--- src/rtl/chain_word_node.sv ---
module chain_word_node #(
  parameter int WIDTH = 32,
  parameter int PASS  = 18
) (
  input  logic             clk,
  input  logic             rst_n,
  input  logic             in_valid,
  input  logic [WIDTH-1:0] in_word,
  input  logic             in_end,
  output logic             out_valid,
  output logic [WIDTH-1:0] out_word,
  output logic             out_end,
  output logic             cap_valid,
  output logic [WIDTH-1:0] cap_word
);
  localparam int CW = $clog2(PASS + 1);

  logic [CW-1:0]    cnt;
  logic [WIDTH-1:0] hold;
  logic             hold_vld;
  logic             end_q;
  logic             in_prefix;

  assign in_prefix = cnt < CW'(PASS);

  always_ff @(posedge clk) begin
    if (!rst_n) begin
      cnt       <= '0;
      hold      <= '0;
      hold_vld  <= 1'b0;
      end_q     <= 1'b0;
      out_valid <= 1'b0;
      out_word  <= '0;
      out_end   <= 1'b0;
      cap_valid <= 1'b0;
      cap_word  <= '0;
    end else begin
      out_valid <= in_valid && (in_prefix || hold_vld);
      if (in_valid)
        out_word <= in_prefix ? in_word : hold;
      end_q     <= in_end;
      out_end   <= end_q;
      cap_valid <= 1'b0;
      if (in_end) begin
        cnt      <= '0;
        hold_vld <= 1'b0;
        if (in_valid && !in_prefix) begin
          cap_word  <= in_word;
          cap_valid <= 1'b1;
        end else if (hold_vld) begin
          cap_word  <= hold;
          cap_valid <= 1'b1;
        end
      end else if (in_valid) begin
        if (in_prefix) begin
          cnt <= cnt + 1'b1;
        end else begin
          hold     <= in_word;
          hold_vld <= 1'b1;
        end
      end
    end
  end
endmodule

--- config.mk ---
export PLATFORM = sky130hd
export DESIGN_NAME = chain_word_node
export DESIGN_NICKNAME = d
export VERILOG_FILES = /design/src/rtl/chain_word_node.sv
export SDC_FILE = /design/constraint.sdc
export NUM_CORES = 1
export LEC_CHECK = 0
export BUFFER_PORTS_ARGS = -buffer_cell sky130_fd_sc_hd__clkbuf_2
export CORE_MARGIN = 4
export CORE_UTILIZATION = 35
export DETAILED_ROUTE_END_ITERATION = 12
export GPL_TIMING_DRIVEN = 0
export SYNTH_ARGS = -nofsm -noshare
export SYNTH_HDL_FRONTEND = slang
export SYNTH_SLANG_ARGS = --single-unit
--- constraint.sdc ---
create_clock -name clk -period 1.85 [get_ports clk]
set_clock_uncertainty 0.2 [all_clocks]
set_input_delay 0.37 -clock clk [delete_from_list [all_inputs] [get_ports clk]]
set_output_delay 0.37 -clock clk [all_outputs]
set_load 0.1 [all_outputs]
==> results of run 1 <==
[cells by family (layout without fill, tap and decap cells)]
kind of cell | Yosys count | in the layout | share of synthesized area (%)
adders and majority gates | 1 | 1 | 0.267
DFF | 106 | 106 | 45.4
AOI/OAI and AO/OA | 238 | 238 | 32.7
and+or+nand+nor | 144 | 144 | 14.6
buffers and inverters | 63 | 182 | 7.01
[final timing paths]
path,endpoint,cells after the start,startpoint
setup reg to reg,cap_word[18]$_SDFFE_PN0P_,6,cnt[2]$_SDFFE_PP0P_
hold reg to reg,out_end$_SDFF_PN0_,1,end_q$_SDFF_PN0_
hold / removal,out_word[13]$_SDFFE_PN0P_,3,in_word[13]
setup / recovery,cap_word[20],1,cap_word[20]$_SDFFE_PN0P_
[timing repair]
item,in CTS,in global routing
endpoints found under the setup margin,42,60
pin swaps,1,1
gates resized for setup,4,13
setup buffers,2,1
[power by group through the flow]
stage / Combinational (uW) / Sequential, uW / Clock, uW
finish: 765 / 2360 / 1960
global route: 819 / 2370 / 2080
CTS: 765 / 2360 / 1990
detailed placement: 761 / 2410 / 0
global placement: 756 / 2410 / 0
floorplan: 213 / 2770 / 0
[final cells by class]
class / instances / area, um^2 / share of cell area [%]
Buffer: 61 / 339 / 5.89
Clock buffer: 12 / 246 / 4.28
Clock inverter: 4 / 51.3 / 0.891
Inverter: 1 / 3.75 / 0.0652
Multi-Input combinational cell: 383 / 2240 / 38.9
Sequential cell: 106 / 2120 / 36.9
Tap cell: 172 / 215 / 3.74
Timing Repair Buffer: 104 / 541 / 9.39
[cell usage after synthesis, drive strengths merged]
library cell    n
a21oi          67
a2bb2oi        32
a32oi           1
a41oi           1
and2            2
buf            22
clkbuf         40
clkinv          1
dfxtp         106
ha              1
nand2          66
nand2b         35
nand3          33
nor2            4
nor2b           1
o211a           1
o211ai         64
o21a            1
o21ai          67
o311a           1
o311ai          1
o31a            1
o31ai           1
or3             3
[through the flow]
stage	setup TNS (ns)	power (uW)	util (%)
2_1_floorplan	0	2980	-
3_3_place_gp	-5.77	3170	41.9
6_report	0	5080	44.7
5_1_grt	-0.00400	5270	44.7
3_5_place_dp	-6.82	3180	41.9
4_1_cts	0	5120	44.6
[metal layers]
layer	vias to the layer above	global-route usage, %
met4	0	8.51
met2	158	31.7
li1	2229	-
met5	-	0
met3	22	3.81
met1	2224	27.4
[registers in the layout, summed over array words and instances, names as in the netlist]
name,flops
hold,32
hold_vld,1
out_end,1
end_q,1
cap_valid,1
out_word,32
out_valid,1
cap_word,32
cnt,5
==> Flow_metrics.wiki, run 1 <==
{| class="wikitable"
! Metric !! Value
|-
| Run status || completed
|-
| Met3 Wirelength || 947 um
|-
| Via count of the first global-routing pass || roughly 4.7k
|-
| Antenna Cells || 0
|-
| Buffer type at the clock tree root || clkbuf_16
|-
| Detail Route Antenna Nets || 0
|-
| Cell at the slowest stage of the critical path || clkbuf_2
|-
| Measured slew at the worst slew-check pin || approximately 0.6 ns
|-
| IO Port Bufs || 101
|-
| Mapped Area || 4680 um^2
|-
| Switching Fraction || 29.7%
|-
| Met2 WL || 6930 um
|-
| Via-per-instance ratio || 5.50
|-
| Highest-count cells in the layout ignoring fill and taps || dfxtp_1 (106), clkbuf_2 (104), a21oi_1 (67), nand2_1 (66), o21ai_0 (65)
|-
| Sequential fraction of the synthesis area || between 40% and 50%
|-
| Maximum net fanout on the critical path || 2
|-
| Final std cells w/o fill || 843
|-
| Sequential fraction of design power || roughly 46%
|-
| Number of failing hold endpoints at the final stage || 0
|-
| Hold crit path type || in -> reg
|-
| Uppermost signal routing layer after detailed routing || met4
|-
| Crit path arrival time || ~1.2 ns
|-
| DRC errors left || 0
|-
| Row Count || 41
|-
| Count of state elements after synthesis || 106
|-
| Via total after detailed routing || 4633
|-
| Total GRT Usage || 20.2%
|-
| Buffering stage count on the worst path with inverters included || 1
|-
| TritonCTS buffer count || 9
|-
| Number of DRC violations after detailed-routing iteration 0 || 316
|-
| Die Footprint || 15300 um^2
|-
| Portion of synthesized cell area occupied by the leading cell type || between 40 and 50%
|-
| Half-perimeter wire length after detailed placement || around 10000 um
|-
| Critical Path Sink Type || primary output
|-
| Cell breakdown of the critical path || clkbuf_2
|-
| Wire per inst || 17.7 um
|-
| Ratio of cells with drive above 1 in the final layout || 22.2%
|-
| Post-Syn Nets || between 500 and 600
|-
| Internal power summed over all cells || 3570 uW
|-
| Fill cells || 1310
|-
| Level count of the clock H-tree || 3
|-
| Setup slack at placement || -0.182 ns
|-
| Post-Synthesis Mean Instance Area || 8.48 um^2
|-
| CORE AREA || around 13000 um^2
|-
| Insertion delay of the later-clocked pin in the worst-skew pair || 0.35 ns
|-
| Max_cap viols || 0
|-
| Crit Path Class || reg -> out
|-
| Starting utilization of the core area || 36.3%
|-
| Worst path top cell family by delay || buffers and inverters
|-
| Net switching power of the design || 1510 uW
|-
| Data required, critical path || 1.28 ns
|-
| Final Setup Violations || 0
|-
| Non-Filler Cell Area, Final || 5760 um^2
|-
| P_leak || 0.00232 uW
|-
| I/O pin count || 103
|-
| Clk network pwr share || 38.5%
|-
| Largest net degree at the start of global routing || 17
|-
| Relative slew margins || 59.9%
|-
| Number of max-slew violations in the final report || 0
|-
| Placed Area || 5400 um^2
|-
| Initial antenna violation count || 0
|-
| Register-to-register setup slack || 0.06 ns
|-
| # nets final || about 700
|-
| Clock tree from TritonCTS || done
|-
| Distinct cell type count of the synthesized netlist || 29
|-
| CTS Sinks || 106
|-
| Register clock-pin slew on the reported worst setup and hold paths || around 0.07 ns
|-
| Pwr Density || 883 nW/um^2
|-
| Most common cell after layout, fill and taps aside || dfxtp_1
|-
| Worst Setup Start Kind || flip-flop
|-
| Share of the clock period used by the worst path || around 97%
|-
| Overall overflow remaining after global route || 0
|-
| Hold slack || 0.0626 ns
|-
| Worst stage delay on the critical path || around 0.48 ns
|-
| Area growth syn-to-layout || 23.1%
|-
| First-pass GRT wire length || 24000 um
|-
| Placed insts || 825
|-
| GPL Wtd Cong || between 0.8 and 0.9
|-
| Total iterations of the first detailed-routing run || 4
|-
| Hold_buf cts || 0
|-
| Height of the die || about 120 um
|-
| Cell taking the most area after synthesis || dfxtp_1
|-
| Clock buffer depth || 2
|-
| Cell count after synthesis || 552
|-
| Highest clock rate || around 560 MHz
|-
| Share of total power in combinational logic || 15.0%
|-
| PnR worst setup slack || about 0.06 ns
|-
| Number of warning messages in the yosys log || 0
|-
| Largest cells by area after synthesis || dfxtp_1 (45%), o211ai_1 (10%), a21oi_1 (7.2%)
|-
| Metal-1 WL || 6700 um
|-
| Die outline width || 124 um
|-
| Fin crit period || approximately 1.8 ns
|-
| VDD IR-drop max || 0.412 mV
|-
| Routed WL || ~15000 um
|}
Note: power is estimated with default switching activity, not from simulation.
==> run 2: changes to the inputs <==
Settings changed: RECOVER_POWER set to 100.
==> Flow_metrics.wiki, run 2 (synthesized netlist as in run 1, its figures left out) <==
{| class="wikitable"
! Metric !! Value
|-
| Reg2Reg Capture Point || cap_word[18]$_SDFFE_PN0P_
|-
| Crit path arrival time || 1.82 ns (+0.60 ns)
|-
| Maximum net fanout on the critical path || 10 (+8)
|-
| CORE AREA || 12900 um^2 (unchanged)
|-
| Starting utilization of the core area || 36.3% (unchanged)
|-
| R2R depth || 6 (unchanged)
|-
| Data required, critical path || 1.88 ns (+0.60 ns)
|-
| Level count of the clock H-tree || 3 (unchanged)
|-
| P_leak || 0.00231 uW (about the same)
|-
| Core occupancy in the finished layout || 44.7% (unchanged)
|-
| Run status || completed
|-
| TritonCTS buffer count || 9 (unchanged)
|-
| Die outline width || 124 um (unchanged)
|-
| Via total after detailed routing || 4607 (-0.56%)
|-
| Via-per-instance ratio || 5.47 (-0.56%)
|-
| Initial antenna violation count || 0 (unchanged)
|-
| Detail Route Antenna Nets || 0 (unchanged)
|-
| Overall overflow remaining after global route || 0 (unchanged)
|-
| Critical Path Start || cnt[2]$_SDFFE_PP0P_
|-
| Worst Setup Start Kind || flip-flop
|-
| Insertion delay of the later-clocked pin in the worst-skew pair || 0.35 ns (about the same)
|-
| Number of failing hold endpoints at the final stage || 0 (unchanged)
|-
| CTS Sinks || 106 (unchanged)
|-
| Buffer type at the clock tree root || clkbuf_16
|-
| Final Setup Violations || 0 (unchanged)
|-
| Hold crit path type || in -> reg
|-
| First-pass GRT wire length || 24000 um (unchanged)
|-
| # nets final || 703 (unchanged)
|-
| IO Port Bufs || 101 (unchanged)
|-
| Relative slew margins || 59.6% (-0.26 points)
|-
| VDD IR-drop max || 0.411 mV (-0.20%)
|-
| Highest-count cells in the layout ignoring fill and taps || dfxtp_1 (106), clkbuf_2 (105), a21oi_1 (67), nand2_1 (66), o21ai_0 (66)
|-
| Half-perimeter wire length after detailed placement || 10400 um (unchanged)
|-
| Ratio of cells with drive above 1 in the final layout || 22.2% (unchanged)
|-
| Capture point of the critical path || cap_word[18]$_SDFFE_PN0P_
|-
| Max_cap viols || 0 (unchanged)
|-
| Clock buffer depth || 2 (unchanged)
|-
| Pwr Density || 883 nW/um^2 (about the same)
|-
| Clock tree from TritonCTS || done
|-
| Height of the die || 124 um (unchanged)
|-
| Largest net degree at the start of global routing || 17 (unchanged)
|-
| Share of the clock period used by the worst path || 96.6% (-0.11 points)
|-
| Most common cell after layout, fill and taps aside || dfxtp_1
|-
| Fin crit period || 1.79 ns (-0.00198 ns)
|-
| Total GRT Usage || 20.2% (unchanged)
|-
| I/O pin count || 103 (unchanged)
|-
| Antenna Cells || 0 (unchanged)
|-
| Via count of the first global-routing pass || 4652 (unchanged)
|-
| Number of max-slew violations in the final report || 0 (unchanged)
|-
| Final std cells w/o fill || 843 (unchanged)
|-
| Number of DRC violations after detailed-routing iteration 0 || 324 (+2.5%)
|-
| Routed WL || 14900 um (about the same)
|-
| Register clock-pin slew on the reported worst setup and hold paths || 0.07 ns (about the same)
|-
| Highest clock rate || 560 MHz (+0.11%)
|-
| Critical Path Sink Type || flip-flop
|-
| Launching point of the worst reg2reg path || cnt[2]$_SDFFE_PP0P_
|-
| Measured slew at the worst slew-check pin || 0.606 ns (+0.00392 ns)
|-
| Area growth syn-to-layout || 23.1% (unchanged)
|-
| Largest registers || cap_word: 32 flops, hold: 32 flops, out_word: 32 flops
|-
| GPL Wtd Cong || 0.836 (unchanged)
|-
| Sum of internal, switching and leakage power || 5080 uW (about the same)
|-
| Total iterations of the first detailed-routing run || 5 (+1)
|-
| Crit Path Class || reg -> reg
|-
| Wire per inst || 17.7 um (about the same)
|-
| Fill cells || 1310 (unchanged)
|-
| Placed insts || 825 (unchanged)
|-
| DRC errors left || 0 (unchanged)
|-
| Die Footprint || 15300 um^2 (unchanged)
|-
| Row Count || 41 (unchanged)
|-
| Register-to-register setup slack || 0.06 ns (about the same)
|}
==> run 2: changes by cell type in the layout (fill, tap and decap cells not counted), sizes merged <==
cell / delta
buf: -1
clkbuf: +1
==> run 2: final cells by class <==
class                           count  area (um^2)  area share, %
Clock inverter                      4         51.3          0.891
Clock buffer                       12          246           4.28
Sequential cell                   106         2120           36.9
Buffer                             61          339           5.89
Timing Repair Buffer              104          541           9.39
Tap cell                          172          215           3.74
Multi-Input combinational cell    383         2240           38.9
Inverter                            1         3.75         0.0652
==> run 2: worst min-delay path by stage <==
stage                           from                         to  slack [ns]  depth (start not counted)
floorplan           end_q$_SDFF_PN0_         out_end$_SDFF_PN0_        0.21                          1
global placement    end_q$_SDFF_PN0_         out_end$_SDFF_PN0_        0.22                          1
detailed placement  end_q$_SDFF_PN0_         out_end$_SDFF_PN0_        0.23                          1
CTS                      in_word[13]  out_word[13]$_SDFFE_PN0P_        0.06                          3
global route             in_word[22]  out_word[22]$_SDFFE_PN0P_        0.07                          3
finish                   in_word[13]  out_word[13]$_SDFFE_PN0P_        0.06                          3
==> run 2: timing repair <==
item                                    CTS  global route
setup buffers                             2             1
gates resized for setup                   4            13
endpoints found under the setup margin   42            60
pin swaps                                 1             1
hold buffers                              0             0
==> run 2: stage by stage <==
step / setup TNS [ns] / area (um^2) / setup WS (ns) / hold slack, ns
after floorplan: 0 / 4680 / 0.171 / 0.212
after global placement: -5.77 / 5400 / -0.159 / 0.219
after detailed placement: -6.82 / 5400 / -0.182 / 0.226
after CTS: 0 / 5740 / 0.00202 / 0.0564
after global routing: -0.00400 / 5760 / -0.00400 / 0.0690
final: 0 / 5760 / 0.0638 / 0.0635
==> run 2: report_power, final <==
group	leakage, uW	internal [uW]	switching, uW
Combinational	0.00131	150	615
Clock	0.000143	1090	870
Sequential	0.000863	2330	27.0
==> run 2: critical path: stages (launching register included) <==
cell	delay (ns)
dfxtp_1	0.29
buf_2	0.17
o311a_1	0.35
buf_6	0.14
o21a_4	0.22
buf_6	0.15
a2bb2oi_1	0.14
==> run 2: routing by layer <==
layer / global-route usage [%] / part of all wire (%)
met3: 3.81 / 6.6
met2: 31.7 / 47
met4: 8.51 / 2.0
met1: 27.4 / 45
met5: 0 / 0
==> run 3: changes to the inputs <==
Settings changed: BUFFER_PORTS_ARGS -buffer_cell sky130_fd_sc_hd__clkbuf_2 to -buffer_cell sky130_fd_sc_hd__buf_2.
==> Flow_metrics.wiki, run 3 (synthesized netlist as in run 1, its figures left out) <==
{| class="wikitable"
! Metric !! Value
|-
| Launching point of the worst reg2reg path || cnt[1]$_SDFFE_PP0P_
|-
| CORE AREA || 12900 um^2 (unchanged)
|-
| Via total after detailed routing || 4672 (+1.4%)
|-
| Number of max-slew violations in the final report || 0 (unchanged)
|-
| Worst stage delay on the critical path || 0.35 ns (about the same)
|-
| Most common cell after layout, fill and taps aside || dfxtp_1
|-
| Crit Path Class || reg -> reg
|-
| Area growth syn-to-layout || 22.3%
|-
| VDD IR-drop max || 0.493 mV (+20%)
|-
| Die outline width || 124 um (unchanged)
|-
| First-pass GRT wire length || 23600 um (-1.7%)
|-
| IO Port Bufs || 101 (unchanged)
|-
| Via count of the first global-routing pass || 4534 (-2.5%)
|-
| I/O pin count || 103 (unchanged)
|-
| Insertion delay of the later-clocked pin in the worst-skew pair || 0.35 ns (about the same)
|-
| Worst Setup Start Kind || flip-flop
|-
| Height of the die || 124 um (unchanged)
|-
| Register-to-register setup slack || 0.05 ns (about the same)
|-
| Reg2Reg Capture Point || cap_word[19]$_SDFFE_PN0P_
|-
| Routed WL || 14900 um (+0.20%)
|-
| Buffer type at the clock tree root || clkbuf_16
|-
| Non-Filler Cell Area, Final || 5720 um^2 (-0.67%)
|-
| Pwr Density || 861 nW/um^2 (-2.5%)
|-
| Largest registers || cap_word: 32 flops, hold: 32 flops, out_word: 32 flops
|-
| Via-per-instance ratio || 5.55 (+1.5%)
|-
| Detail Route Antenna Nets || 0 (unchanged)
|-
| P_leak || 0.00229 uW (-1.3%)
|-
| Capture point of the critical path || cap_word[19]$_SDFFE_PN0P_
|-
| Antenna Cells || 0 (unchanged)
|-
| Measured slew at the worst slew-check pin || 0.586 ns (-0.0201 ns)
|-
| Die Footprint || 15300 um^2 (unchanged)
|-
| GPL Wtd Cong || 0.835 (about the same)
|-
| CTS Sinks || 106 (unchanged)
|-
| Register clock-pin slew on the reported worst setup and hold paths || 0.07 ns (about the same)
|-
| Wire per inst || 17.7 um (+0.32%)
|-
| Met3 track utilization from global routing || 3.45% (-0.36 points)
|-
| Data required, critical path || 1.88 ns (about the same)
|-
| Total GRT Usage || 19.8% (-0.39 points)
|-
| Crit path arrival time || 1.83 ns (about the same)
|-
| TritonCTS buffer count || 9 (unchanged)
|-
| Critical Path Sink Type || flip-flop
|-
| Placed insts || 825 (unchanged)
|-
| Relative slew margins || 60.9% (+1.3 points)
|-
| R2R depth || 6 (unchanged)
|-
| GRT met1 Usage || 27.6% (+0.21 points)
|-
| Ratio of cells with drive above 1 in the final layout || 21.8% (-0.41 points)
|-
| Share of the clock period used by the worst path || 97.2% (+0.60 points)
|-
| Placed Area || 5400 um^2 (unchanged)
|-
| Fin crit period || 1.80 ns (+0.0111 ns)
|-
| Half-perimeter wire length after detailed placement || 10400 um (about the same)
|-
| Clock buffer depth || 2 (unchanged)
|-
| Final std cells w/o fill || 842 (-0.12%)
|-
| Critical Path Start || cnt[1]$_SDFFE_PP0P_
|-
| Most prevalent standard cell on the critical path || buf_6
|-
| RSZ-0062 raised after global routing || false
|-
| Max_cap viols || 0 (unchanged)
|-
| Most utilized layer in the global route result || met2
|-
| Starting utilization of the core area || 36.3% (unchanged)
|-
| Maximum net fanout on the critical path || 10 (unchanged)
|-
| Cell breakdown of the critical path || buf_6 > o311a_1 > buf_6 > o21a_4 > buf_6 > a2bb2oi_1
|-
| DRC errors left || 0 (unchanged)
|-
| Total iterations of the first detailed-routing run || 5 (unchanged)
|-
| Cell at the slowest stage of the critical path || o311a_1
|-
| Clock tree from TritonCTS || done
|-
| Run status || completed
|-
| # nets final || 702 (-0.14%)
|-
| Largest net degree at the start of global routing || 16 (-1)
|-
| Hold crit path type || in -> reg
|-
| Highest clock rate || 556 MHz (-0.62%)
|-
| Overall overflow remaining after global route || 0 (unchanged)
|-
| Initial antenna violation count || 0 (unchanged)
|-
| Highest-count cells in the layout ignoring fill and taps || dfxtp_1 (106), clkbuf_2 (71), a21oi_1 (67), nand2_1 (66), o21ai_0 (66)
|-
| Final Setup Violations || 0 (unchanged)
|-
| Level count of the clock H-tree || 3 (unchanged)
|-
| Number of failing hold endpoints at the final stage || 0 (unchanged)
|-
| GR Layer Usage met2 || 30.6% (-1.0 points)
|-
| Number of DRC violations after detailed-routing iteration 0 || 407 (+26%)
|-
| Row Count || 41 (unchanged)
|-
| Sum of internal, switching and leakage power || 4920 uW (-3.1%)
|}
-- run 3: worst min path at each step --
stage / start / to / slack [ns] / depth (start not counted)
after detailed placement: end_q$_SDFF_PN0_ / out_end$_SDFF_PN0_ / 0.22 / 1
after CTS: in_word[12] / out_word[12]$_SDFFE_PN0P_ / 0.07 / 3
after floorplan: end_q$_SDFF_PN0_ / out_end$_SDFF_PN0_ / 0.21 / 1
after global routing: in_word[12] / out_word[12]$_SDFFE_PN0P_ / 0.09 / 3
after global placement: end_q$_SDFF_PN0_ / out_end$_SDFF_PN0_ / 0.22 / 1
final: in_word[13] / out_word[13]$_SDFFE_PN0P_ / 0.08 / 3
-- run 3: cell type report --
class / count / area [um^2]
plain buffers: 61 / 339
clock buffers: 14 / 254
clock inverters: 2 / 12.5
fillers: 1296 / 7160
inverters: 1 / 3.75
multi-input cells: 383 / 2240
flip-flops and latches: 106 / 2120
well taps: 172 / 215
repair buffers: 103 / 533
-- run 3: worst max-delay path: cells and delay by family, from the launching register on --
| family | cells | cell delay (ns) |
|---|---|---|
| buf+inv | 3 | 0.43 |
| flops | 1 | 0.33 |
| compound gates | 3 | 0.71 |
-- run 3: what timing repair did --
| action | in CTS | in global routing |
|---|---|---|
| hold buffers | 0 | 0 |
| pin swaps | 1 | 0 |
| resized for setup | 4 | 14 |
| endpoints found under the hold margin | 0 | 0 |
| endpoints found under the setup margin | 28 | 61 |
| setup buffers | 2 | 0 |
-- run 3: metrics by stage --
step                TNS, ns  setup WS, ns  hold WS, ns  util, %
floorplan                 0         0.171        0.212        -
global placement      -4.61        -0.144        0.219     41.9
detailed placement    -6.49        -0.165        0.221     41.9
CTS                       0        0.0189       0.0733     44.3
global route              0      0.000606       0.0862     44.4
finish                    0        0.0527       0.0763     44.4
-- run 3: power by group --
| group | total [uW] | internal, uW | switching (uW) |
|---|---|---|---|
| Clock | 1800 | 952 | 845 |
| Sequential | 2360 | 2330 | 27.4 |
| Combinational | 766 | 150 | 616 |
-- run 3: layer usage --
metal | share of wire, % | vias to the layer above
li1 | - | 2230
met1 | 47 | 2243
met2 | 45 | 174
met3 | 6.1 | 25
met4 | 2.0 | 0
met5 | 0 | -
